`config.mk`:
```
export PLATFORM = sky130hd
export DESIGN_NAME = mux64_data_phase
export DESIGN_NICKNAME = d
export VERILOG_FILES = /design/src/rtl/mux64_pkg.sv /design/src/rtl/mux64_phase_fsm.sv /design/src/rtl/mux64_be_map.sv /design/src/rtl/mux64_lanes.sv /design/src/rtl/mux64_data_phase.sv
export SDC_FILE = /design/constraint.sdc
export NUM_CORES = 1
export LEC_CHECK = 0
export BUFFER_PORTS_ARGS = -buffer_cell sky130_fd_sc_hd__buf_4
export CORE_AREA = 2 2 116 118
export CTS_CLUSTER_SIZE = 28
export DETAILED_ROUTE_END_ITERATION = 12
export DIE_AREA = 0 0 118 120
export HOLD_SLACK_MARGIN = 0.05
export PLACE_DENSITY = 0.62
export SLEW_MARGIN = 0
export SYNTH_ARGS = -nofsm -noshare
export SYNTH_HDL_FRONTEND = slang
export SYNTH_SLANG_ARGS = --single-unit
```
`constraint.sdc`:
```
create_clock -name clk_i -period 2.6 [get_ports clk_i]
set_input_delay 0 -clock clk_i [delete_from_list [all_inputs] [get_ports clk_i]]
set_output_delay 0 -clock clk_i [all_outputs]
set_load 0.01 [all_outputs]
```
`src/rtl/mux64_pkg.sv`:
```
package mux64_pkg;
  typedef enum logic {
    PH_IDLE = 1'b0,
    PH_DATA = 1'b1
  } phase_e;
endpackage

```
`src/rtl/mux64_phase_fsm.sv`:
```
module mux64_phase_fsm
  import mux64_pkg::*;
(
  input  logic clk_i,
  input  logic rst_ni,
  input  logic cfg_wide_i,
  input  logic ads_ni,
  input  logic claim_i,
  input  logic req64_ni,
  input  logic wr_i,
  input  logic lrdy_ni,
  output logic in_data_o,
  output logic wide_o,
  output logic wr_o,
  output logic done_o,
  output logic ack64_no
);
  phase_e ph_q;
  logic   wide_q, wr_q;
  logic   start, wide_req;

  assign start    = (ph_q == PH_IDLE) && !ads_ni && claim_i;
  assign wide_req = start && !req64_ni && cfg_wide_i;

  always_ff @(posedge clk_i or negedge rst_ni) begin
    if (!rst_ni) begin
      ph_q   <= PH_IDLE;
      wide_q <= 1'b0;
      wr_q   <= 1'b0;
    end else if (start) begin
      ph_q   <= PH_DATA;
      wide_q <= wide_req;
      wr_q   <= wr_i;
    end else if (ph_q == PH_DATA && !lrdy_ni) begin
      ph_q   <= PH_IDLE;
      wide_q <= 1'b0;
    end
  end

  assign in_data_o = (ph_q == PH_DATA);
  assign wide_o    = wide_q;
  assign wr_o      = wr_q;
  assign done_o    = in_data_o && !lrdy_ni;
  // acknowledge from the address phase through the data phase
  assign ack64_no  = !(wide_req || wide_q);

  a_r3_no_ack_unqualified: assert property (@(posedge clk_i) disable iff (!rst_ni)
    (ph_q == PH_IDLE && (req64_ni || !cfg_wide_i || !claim_i)) |-> ack64_no);

  a_r2_ack_held_to_ready: assert property (@(posedge clk_i) disable iff (!rst_ni)
    (!ack64_no && ph_q == PH_DATA && lrdy_ni) |=> !ack64_no);

  a_r10_no_restart: assert property (@(posedge clk_i) disable iff (!rst_ni)
    (ph_q == PH_DATA && lrdy_ni) |=> (ph_q == PH_DATA && $stable(wr_q)));
endmodule

```
`src/rtl/mux64_be_map.sv`:
```
module mux64_be_map #(
  parameter int BE_W  = 8,
  parameter int LO_BE = 4
) (
  input  logic [BE_W-1:0] be_ni,
  input  logic            wide_i,
  output logic [BE_W-1:0] be_o
);
  for (genvar k = 0; k < BE_W; k++) begin : g_lane
    if (k < LO_BE) begin : g_lo
      assign be_o[k] = !be_ni[k];
    end else begin : g_hi
      assign be_o[k] = !be_ni[k] && wide_i;
    end
  end
endmodule

```
`src/rtl/mux64_lanes.sv`:
```
module mux64_lanes #(
  parameter int ADDR_W = 30,
  parameter int LO_W   = 32,
  localparam int WIDE_W = LO_W + ADDR_W + 2,
  localparam int BE_W   = WIDE_W / 8
) (
  input  logic              clk_i,
  input  logic              rst_ni,
  input  logic              in_data_i,
  input  logic              wide_i,
  input  logic              wr_i,
  input  logic              done_i,
  input  logic [ADDR_W-1:0] apin_i,
  input  logic              dc_i,
  input  logic              mio_i,
  input  logic [LO_W-1:0]   data_i,
  input  logic [BE_W-1:0]   be_i,
  input  logic [WIDE_W-1:0] rd_data_i,
  output logic [ADDR_W-1:0] apin_o,
  output logic              dc_o,
  output logic              mio_o,
  output logic [LO_W-1:0]   data_o,
  output logic              apin_oe_o,
  output logic              data_oe_o,
  output logic              wr_valid_o,
  output logic [WIDE_W-1:0] wr_data_o,
  output logic [BE_W-1:0]   wr_be_o
);
  logic [ADDR_W+1:0] hi_in;
  logic              wide_cap_q;

  // reused pins are data only in a wide cycle
  assign hi_in = wide_i ? {apin_i, dc_i, mio_i} : '0;

  always_ff @(posedge clk_i or negedge rst_ni) begin
    if (!rst_ni) begin
      wr_valid_o <= 1'b0;
      wr_data_o  <= '0;
      wr_be_o    <= '0;
      wide_cap_q <= 1'b0;
    end else begin
      wr_valid_o <= done_i && wr_i;
      if (done_i && wr_i) begin
        wr_data_o  <= {hi_in, data_i};
        wr_be_o    <= be_i;
        wide_cap_q <= wide_i;
      end
    end
  end

  assign data_oe_o = in_data_i && !wr_i;
  assign apin_oe_o = in_data_i && !wr_i && wide_i;
  assign data_o    = rd_data_i[LO_W-1:0];
  assign mio_o     = rd_data_i[LO_W];
  assign dc_o      = rd_data_i[LO_W+1];
  assign apin_o    = rd_data_i[WIDE_W-1 -: ADDR_W];

  a_r4_single_pulse: assert property (@(posedge clk_i) disable iff (!rst_ni)
    wr_valid_o |=> !wr_valid_o);

  a_r5_narrow_upper_zero: assert property (@(posedge clk_i) disable iff (!rst_ni)
    (wr_valid_o && !wide_cap_q) |-> (wr_data_o[WIDE_W-1:LO_W] == '0));

  a_r7_release_after_ready: assert property (@(posedge clk_i) disable iff (!rst_ni)
    (done_i && !wr_i) |=> (!data_oe_o && !apin_oe_o));
endmodule

```
`src/rtl/mux64_data_phase.sv`:
```
module mux64_data_phase #(
  parameter int ADDR_W = 30,
  parameter int LO_W   = 32,
  localparam int WIDE_W = LO_W + ADDR_W + 2,
  localparam int BE_W   = WIDE_W / 8,
  localparam int LO_BE  = LO_W / 8
) (
  input  logic              clk_i,
  input  logic              rst_ni,
  input  logic              cfg_wide_i,
  input  logic              ads_ni,
  input  logic              claim_i,
  input  logic              req64_ni,
  input  logic              wr_i,
  input  logic              lrdy_ni,
  output logic              ack64_no,
  input  logic [ADDR_W-1:0] apin_i,
  input  logic              dc_i,
  input  logic              mio_i,
  output logic [ADDR_W-1:0] apin_o,
  output logic              dc_o,
  output logic              mio_o,
  output logic              apin_oe_o,
  input  logic [LO_W-1:0]   data_i,
  output logic [LO_W-1:0]   data_o,
  output logic              data_oe_o,
  input  logic [BE_W-1:0]   be_ni,
  output logic              xfer_o,
  output logic              xfer_wr_o,
  output logic              xfer_wide_o,
  output logic [BE_W-1:0]   be_o,
  input  logic [WIDE_W-1:0] rd_data_i,
  output logic              wr_valid_o,
  output logic [WIDE_W-1:0] wr_data_o,
  output logic [BE_W-1:0]   wr_be_o
);
  logic in_data, wide, wr, done;
  logic [BE_W-1:0] be_map;

  mux64_phase_fsm i_fsm (
    .clk_i      (clk_i),
    .rst_ni     (rst_ni),
    .cfg_wide_i (cfg_wide_i),
    .ads_ni     (ads_ni),
    .claim_i    (claim_i),
    .req64_ni   (req64_ni),
    .wr_i       (wr_i),
    .lrdy_ni    (lrdy_ni),
    .in_data_o  (in_data),
    .wide_o     (wide),
    .wr_o       (wr),
    .done_o     (done),
    .ack64_no   (ack64_no)
  );

  mux64_be_map #(.BE_W(BE_W), .LO_BE(LO_BE)) i_be_map (
    .be_ni  (be_ni),
    .wide_i (wide),
    .be_o   (be_map)
  );

  mux64_lanes #(.ADDR_W(ADDR_W), .LO_W(LO_W)) i_lanes (
    .clk_i      (clk_i),
    .rst_ni     (rst_ni),
    .in_data_i  (in_data),
    .wide_i     (wide),
    .wr_i       (wr),
    .done_i     (done),
    .apin_i     (apin_i),
    .dc_i       (dc_i),
    .mio_i      (mio_i),
    .data_i     (data_i),
    .be_i       (be_map),
    .rd_data_i  (rd_data_i),
    .apin_o     (apin_o),
    .dc_o       (dc_o),
    .mio_o      (mio_o),
    .data_o     (data_o),
    .apin_oe_o  (apin_oe_o),
    .data_oe_o  (data_oe_o),
    .wr_valid_o (wr_valid_o),
    .wr_data_o  (wr_data_o),
    .wr_be_o    (wr_be_o)
  );

  assign xfer_o      = in_data;
  assign xfer_wr_o   = in_data && wr;
  assign xfer_wide_o = in_data && wide;
  assign be_o        = in_data ? be_map : '0;

  a_r7_pins_need_bus: assert property (@(posedge clk_i) disable iff (!rst_ni)
    apin_oe_o |-> data_oe_o);

  a_r2_ack_implies_wide: assert property (@(posedge clk_i) disable iff (!rst_ni)
    (!ack64_no && xfer_o) |-> xfer_wide_o);
endmodule

```
==> results.yml, run 1 <==
status:
  outcome: "aborted with a tool error"
  haltStage: "clock tree synthesis"
  tool.error: "[ERROR RSZ-0060] Max buffer count reached."
clock_tree:
  cts_hold_buf: 123
  clk_path_buf_depth: 2
  cts_setup_buffers: 0
  clock-sinks: 76
  cts_buffers: 9
  cts_resized: 0
  clockRootBuffer: "clkbuf_16"
  htree_levels: 3
synthesis:
  yosys_register_bits: 76
  yosys_warnings: 0
  seq_area_frac_synth: 0.541
  yosysTopAreaCell: "dfrtp_1"
  syn_inst: 327
  avgSynthCellArea_um2: 10.8
  synthDistinctLibCells: 18
  syn_area_um2: 3520
  synth_top_area_frac: 0.541
  synth_nets: 471
  synth.top_cells.by_area: "dfrtp_1 54%, buf_4 14%, mux2_4 8.1%, nand2_1 7.8%, o21ai_0 6.0%"
place:
  numPortBuffers: 166
  place_hpwl_um: 6480
  post-place-ws_ns: 0.987
  gp_congestion: 0.761
  placed_area_um2: 4490
die:
  num_rows: 42
  pin_count: 295
  die_x_um: 118
  start_util: 0.271
  die_height_um: 120
[cells in the mapped netlist]
cell      number
buf_4         64
nand2_1       73
nor3b_1        1
o21ai_0       42
mux2_2        14
nor2b_1        1
nor2_1        10
a21o_1         1
inv_1          3
clkbuf_1      10
buf_6          3
dfrtp_1       76
mux2_4        19
nand3b_1       1
nand2b_1       4
buf_2          3
nand3b_2       1
and2_1         1
[metrics by stage]
| step | std cells | hold slack [ns] |
|---|---|---|
| 3_5_place_dp | 594 | 0.0000686 |
| 3_3_place_gp | 594 | 0.0000686 |
| 2_1_floorplan | 327 | -0.296 |
[logic make-up after synthesis]
kind of cell    count (synthesis)  share of synthesized area
compound gates                 43                     0.0619
simple gates                   92                      0.107
mux                            33                      0.126
flops                          76                      0.541
buf+inv                        83                      0.164
==> run 2: changes to the inputs <==
--- a/config.mk
+++ b/config.mk
@@ -6,12 +6,10 @@
 export NUM_CORES = 1
 export LEC_CHECK = 0
 export BUFFER_PORTS_ARGS = -buffer_cell sky130_fd_sc_hd__buf_4
-export CORE_AREA = 2 2 116 118
-export CTS_CLUSTER_SIZE = 28
+export CORE_AREA = 2 2 115 117
 export DETAILED_ROUTE_END_ITERATION = 12
-export DIE_AREA = 0 0 118 120
-export HOLD_SLACK_MARGIN = 0.05
-export PLACE_DENSITY = 0.62
+export DIE_AREA = 0 0 117 119
+export PLACE_DENSITY_LB_ADDON = 0.15
 export SLEW_MARGIN = 0
 export SYNTH_ARGS = -nofsm -noshare
 export SYNTH_HDL_FRONTEND = slang
==> run 2 against run 1 <==
Net effect: the run now ends clean; synthesized area unchanged; synthesized cell count did not move.
==> results.yml, run 2 <==
synthesis:
  syn_area_um2: 3520
  yosys_register_bits: 76
  seq_area_frac_synth: 0.541
  synth_nets: 471
  synth.top_cells.by_area: "dfrtp_1 54%, buf_4 14%, mux2_4 8.1%, nand2_1 7.8%, o21ai_0 6.0%"
  ys_async_sr_fraction: 1.00
  yosys_warnings: 0
  synthDistinctLibCells: 18
  yosysMostFrequentCell: "dfrtp_1"
  synth_top_area_frac: 0.541
  ys.flop_type: "dfrtp_1"
  synth-compound-area-share: 0.0619
  synthSimpleGateAreaFrac: 0.107
  synth_fa_ha_area_frac: 0
  syn_inst: 327
  avgSynthCellArea_um2: 10.8
  yosysTopAreaCell: "dfrtp_1"
  ys_top_cells_by_count: "76 x dfrtp_1, 73 x nand2_1, 64 x buf_4, 42 x o21ai_0, 19 x mux2_4"
  synth_mux_area_frac: 0.126
  synth_xor_area_frac: 0
  synth_top_family_by_area: "buffers and inverters"
  synth_edf_count: 0
sta:
  slew_headroom: 0.346
  clock_skew_ns: 0.00443
  layout_setup_ws_ns: 0.813
  slew_violations: 0
  hold_violations: 0
  worstMarginPinSlew_ns: 0.980
  fin_crit_sh: 0.687
  finalSetupViolCount: 0
  period_needed_ns: 1.79
  grt_setup_unrepaired: "false"
  max_freq_mhz: 559
  setup_tns_ns: 0
  hold-worst-slack_ns: 0.00000284
critical_path:
  path_cells: "nor3b_1, nand3b_1, dlygate4sd3_1, o21ai_0"
  critical_path.endpoint_type: "flip-flop"
  cp_slowest_cell: "dlygate4sd3_1"
  cpPeakStageDelay_ns: 0.57
  crit_required_ns: 2.85
  crit_arrival_ns: 2.04
  worst_setup_path_start_kind: "flip-flop"
  cp_max_fo: 7
  crit_type: "reg -> reg"
final_layout:
  fin_nets: 650
  largest-register: "i_lanes.wr_data_o"
  n_antenna_cell: 0
  final_cell_mix: "169 x buf_4, 78 x dlygate4sd3_1, 76 x dfrtp_1"
  layout_commonest_cell: "buf_4"
  seq_area_um2: 1900
  num-fill-cells: 1229
  syn_to_final_growth_pct: 58.9
  multi_input_area_um2: 1040
  stdcell_area_um2: 5590
  top_regs: "i_lanes.wr_data_o (64), i_lanes.wr_be_o (8)"
  largest_register_ffs: 64
  drive_gt1_frac: 0.429
  final_cells: 687
detailed_routing:
  wl_per_cell_um: 13.0
  highest_layer: "met4"
  wl_met3_um: 708
  wl_met2_um: 4180
  postRouteAntennaNets: 0
  vias_per_cell: 4.07
  finalWirelength_um: 8950
  drt-met1-wl_um: 3740
  first_pass_iters: 4
  drt_iter0_drc: 61
  drc: 0
  vias: 2795
clock_tree:
  cts_buffers: 9
  clockRootBuffer: "clkbuf_16"
  cts_tree: "done"
  cts_hold_buf: 78
  clock-sinks: 76
  clk_latency_ns: 0.34
  cts_setup_buffers: 0
  clk_pin_slew_ns: 0.06
  cts_resized: 0
  clk_path_buf_depth: 2
  htree_levels: 3
global_routing:
  grt_pass1_wl_um: 13500
  grt_overflow_total: 0
  grt_pass1_vias: 2853
  grt_max_degree: 77
  antenna_found_initial: 0
  grtUsageTotal: 0.127
place:
  place_hpwl_um: 5780
  gp_congestion: 0.697
  place_inst: 593
  post-place-ws_ns: 1.14
  placed_area_um2: 4470
  numPortBuffers: 166
die:
  dieArea_um2: 13900
  pin_count: 295
  num_rows: 42
  core-area_um2: 12900
  start_util: 0.273
  die_x_um: 117
  die_height_um: 119
power:
  leakagePower_nw: 2.77
  vdd_drop_max_mv: 0.303
  power_density_nw_per_um2: 812
flow_run:
  max-cap-violations: 0
worst_hold_path:
  hold_class: "in -> out"
status:
  outcome: "completed"
run 2: cell type report:
| cell class | count | share of cell area |
|---|---|---|
| Multi-Input combinational cell | 168 | 0.187 |
| Clock inverter | 3 | 0.0121 |
| Inverter | 3 | 0.00202 |
| Timing Repair Buffer | 248 | 0.371 |
| Sequential cell | 76 | 0.341 |
| Clock buffer | 13 | 0.0484 |
| Tap cell | 176 | 0.0394 |
run 2: stage by stage:
step	utilization	total power, mW
after CTS	0.434	4.61
after floorplan	-	2.41
after detailed placement	0.347	3.08
after global routing	0.434	4.80
final	0.434	4.54
after global placement	0.347	3.07
run 2: logic make-up (layout without fill, tap and decap cells):
kind of cell    Yosys count  in the layout
simple gates             92             92
flops                    76             76
compound gates           43             43
buf+inv                  83            267
mux                      33             33
run 2: critical path: cells and delay by family (launching register included):
| kind | cells | cell delay (ns) |
|---|---|---|
| and+or+nand+nor | 2 | 0.60 |
| buffers and inverters | 1 | 0.57 |
| DFF | 1 | 0.46 |
| AOI/OAI and AO/OA | 1 | 0.08 |
run 2: layer usage:
| layer | track usage | vias up |
|---|---|---|
| li1 | - | 1349 |
| met1 | 0.145 | 1269 |
| met2 | 0.203 | 136 |
| met3 | 0.0366 | 41 |
| met4 | 0.0860 | 0 |
| met5 | 0 | - |
run 2: worst paths after layout:
kind                                       start                    end  slack, ns  cells past startpoint
min in group asynchronous                 rst_ni   i_lanes.wr_data_o[5]       0.39                      2
hold reg to reg            i_lanes.wr_data_o[57]  i_lanes.wr_data_o[57]       0.48                      2
hold / removal                     rd_data_i[26]             data_o[26]   0.000003                      0
setup reg to reg                 i_fsm.in_data_o           i_fsm.wide_o       0.81                      4
setup / recovery                 i_fsm.in_data_o           i_fsm.wide_o       0.81                      4
max in group asynchronous                 rst_ni  i_lanes.wr_data_o[40]       1.58                      2
run 2: where the power goes:
| part | total, mW | switching [mW] | internal (mW) | leakage, nW |
|---|---|---|---|---|
| registers | 1.71 | 0.187 | 1.52 | 0.979 |
| clock network | 1.40 | 0.478 | 0.919 | 0.162 |
| logic | 1.43 | 0.557 | 0.871 | 1.62 |
| total | 4.54 | 1.22 | 3.31 | 2.77 |
No activity file was read; power rests on OpenSTA's default activity.
==> run 3: changes to the inputs <==
--- a/config.mk
+++ b/config.mk
@@ -6,9 +6,9 @@
 export NUM_CORES = 1
 export LEC_CHECK = 0
 export BUFFER_PORTS_ARGS = -buffer_cell sky130_fd_sc_hd__buf_4
-export CORE_AREA = 2 2 115 117
+export CORE_AREA = 2 2 113 115
 export DETAILED_ROUTE_END_ITERATION = 12
-export DIE_AREA = 0 0 117 119
+export DIE_AREA = 0 0 115 117
 export PLACE_DENSITY_LB_ADDON = 0.15
 export SLEW_MARGIN = 0
 export SYNTH_ARGS = -nofsm -noshare
==> constraint.sdc (replaced) <==
create_clock -name clk_i -period 1.5 [get_ports clk_i]
set_input_delay 0 -clock clk_i [delete_from_list [all_inputs] [get_ports clk_i]]
set_output_delay 0 -clock clk_i [all_outputs]
set_load 0.01 [all_outputs]
==> run 3 against run 2 <==
Net effect: clock skew grew 0.0011 ns; flip-flop and latch count unchanged; largest power group unchanged; critical endpoint is now ack64_no; final area is the same; sequential power increased by 74%; largest cell class unchanged; final cell count is 2.9% lower.
==> results.yml, run 3 (synthesized netlist as in run 2, its figures left out) <==
clock_tree:
  htree_levels: 3
  clk_latency_ns: 0.33
  clockRootBuffer: "clkbuf_16"
  cts_buffers: 9
  cts_tree: "done"
  clk_pin_slew_ns: 0.06
  clock-sinks: 76
  clk_path_buf_depth: 2
global_routing:
  grt_overflow_total: 0
  grtUsageTotal: 0.133
  antenna_found_initial: 0
  grt_pass1_wl_um: 13900
  grt_pass1_vias: 2824
  grt_max_degree: 38
final_layout:
  n_antenna_cell: 0
  largest_register_ffs: 64
  seq_area_um2: 1900
  fin_nets: 656
  largest-register: "i_lanes.wr_data_o"
  syn_to_final_growth_pct: 58.9
  top_regs: "i_lanes.wr_data_o (64), i_lanes.wr_be_o (8)"
  final_cell_mix: "173 x buf_4, 77 x dlygate4sd3_1, 75 x dfrtp_1"
  multi_input_area_um2: 1050
  num-fill-cells: 1151
  drive_gt1_frac: 0.441
  layout_commonest_cell: "buf_4"
  post-route-util: 0.454
sta:
  slew_violations: 0
  clock_skew_ns: 0.00548
  worstMarginPinSlew_ns: 0.412
  setup_tns_ns: 0
  period_needed_ns: 1.44
  hold_violations: 0
  fin_crit_sh: 0.960
  hold-worst-slack_ns: 0.00000392
  grt_setup_unrepaired: "true"
  max_freq_mhz: 694
  layout_setup_ws_ns: 0.0593
  finalSetupViolCount: 0
  slew_headroom: 0.726
critical_path:
  crit_required_ns: 1.50
  cpPeakStageDelay_ns: 0.41
  worst_setup_path_start_kind: "flip-flop"
  path_cells: "nor3b_2, buf_4, nand3b_1, nor2b_1, buf_4"
  startpoint: "i_fsm.in_data_o"
  critical_path.endpoint_type: "primary output"
  crit_type: "reg -> out"
  reg2reg_to: "i_lanes.wr_data_o[6]"
  cp_slowest_cell: "dfrtp_2"
  rrSetupSlack_ns: 0.09
  reg2reg_from: "i_fsm.in_data_o"
  crit_top_cell: "buf_4"
  r2r_cells: 4
  crit_arrival_ns: 1.44
  cp_max_fo: 3
  crit_path_end: "ack64_no"
detailed_routing:
  wl_per_cell_um: 13.6
  finalWirelength_um: 9080
  first_pass_iters: 3
  postRouteAntennaNets: 0
  vias_per_cell: 4.16
  drc: 0
  drt_iter0_drc: 84
  vias: 2776
place:
  post-place-ws_ns: 0.153
  numPortBuffers: 166
  gp_congestion: 0.742
  place_hpwl_um: 6070
die:
  die_height_um: 117
  core-area_um2: 12300
  start_util: 0.286
  num_rows: 41
  pin_count: 295
  die_x_um: 115
  dieArea_um2: 13500
power:
  leakagePower_nw: 2.79
  vdd_drop_max_mv: 0.505
  power_mw: 7.59
  power_density_nw_per_um2: 1360
worst_hold_path:
  hp-start: "rd_data_i[20]"
  hold_class: "in -> out"
status:
  outcome: "completed"
flow_run:
  max-cap-violations: 0
run 3: cell count changes in the layout (fill, tap and decap cells not counted), moves of 2 or more:
cell / before / now
buf_12: 1 / 3
clkbuf_8: 3 / 0
clkinv_2: 0 / 2
buf_4: 169 / 173
run 3: how the worst min path moves through the flow:
stage | to | depth (start not counted)
after floorplan | i_fsm.in_data_o | 0
after global placement | i_lanes.wr_data_o[20] | 1
after detailed placement | i_lanes.wr_data_o[12] | 1
after CTS | apin_o[1] | 0
after global routing | apin_o[6] | 0
final | data_o[20] | 0
run 3: through the flow:
| stage | instances | area [µm²] |
|---|---|---|
| global placement | 572 | 4500 |
| detailed placement | 572 | 4500 |
| global route | 667 | 5590 |
| CTS | 667 | 5580 |
| floorplan | 327 | 3520 |
| finish | 667 | 5590 |
run 3: what timing repair did:
| item | 4_1_cts | 5_1_grt |
|---|---|---|
| hold buffers | 77 | 0 |
| hold endpoints to repair | 117 | 0 |
| pin swaps | 1 | 0 |
| setup buffers | 2 | 0 |
| resized for setup | 2 | 1 |
| setup endpoints to repair | 1 | 2 |
run 3: where the power goes:
group	internal, mW	switching [mW]
combinational	1.53	0.967
sequential	2.64	0.327
clock	1.29	0.831
total	5.46	2.13
run 3: per-layer routing:
metal / track usage / wire length (µm) / up-vias
li1: - / - / 1357
met1: 0.145 / 3600 / 1264
met2: 0.235 / 4670 / 121
met3: 0.0407 / 585 / 34
met4: 0.0675 / 223 / 0
met5: 0 / 0 / -
run 3: cell type report:
type	count	area share
clock buffer	10	0.0410
clock inverter	6	0.0114
inverter	3	0.00202
multi-input combinational	168	0.188
sequential	76	0.341
tap	150	0.0336
timing repair buffer	254	0.383
run 3: worst max-delay path: cells and delay by family (launching register included):
family,cells,cell delay (ns)
buffers and inverters,2,0.29
DFF,1,0.41
and+or+nand+nor,3,0.41
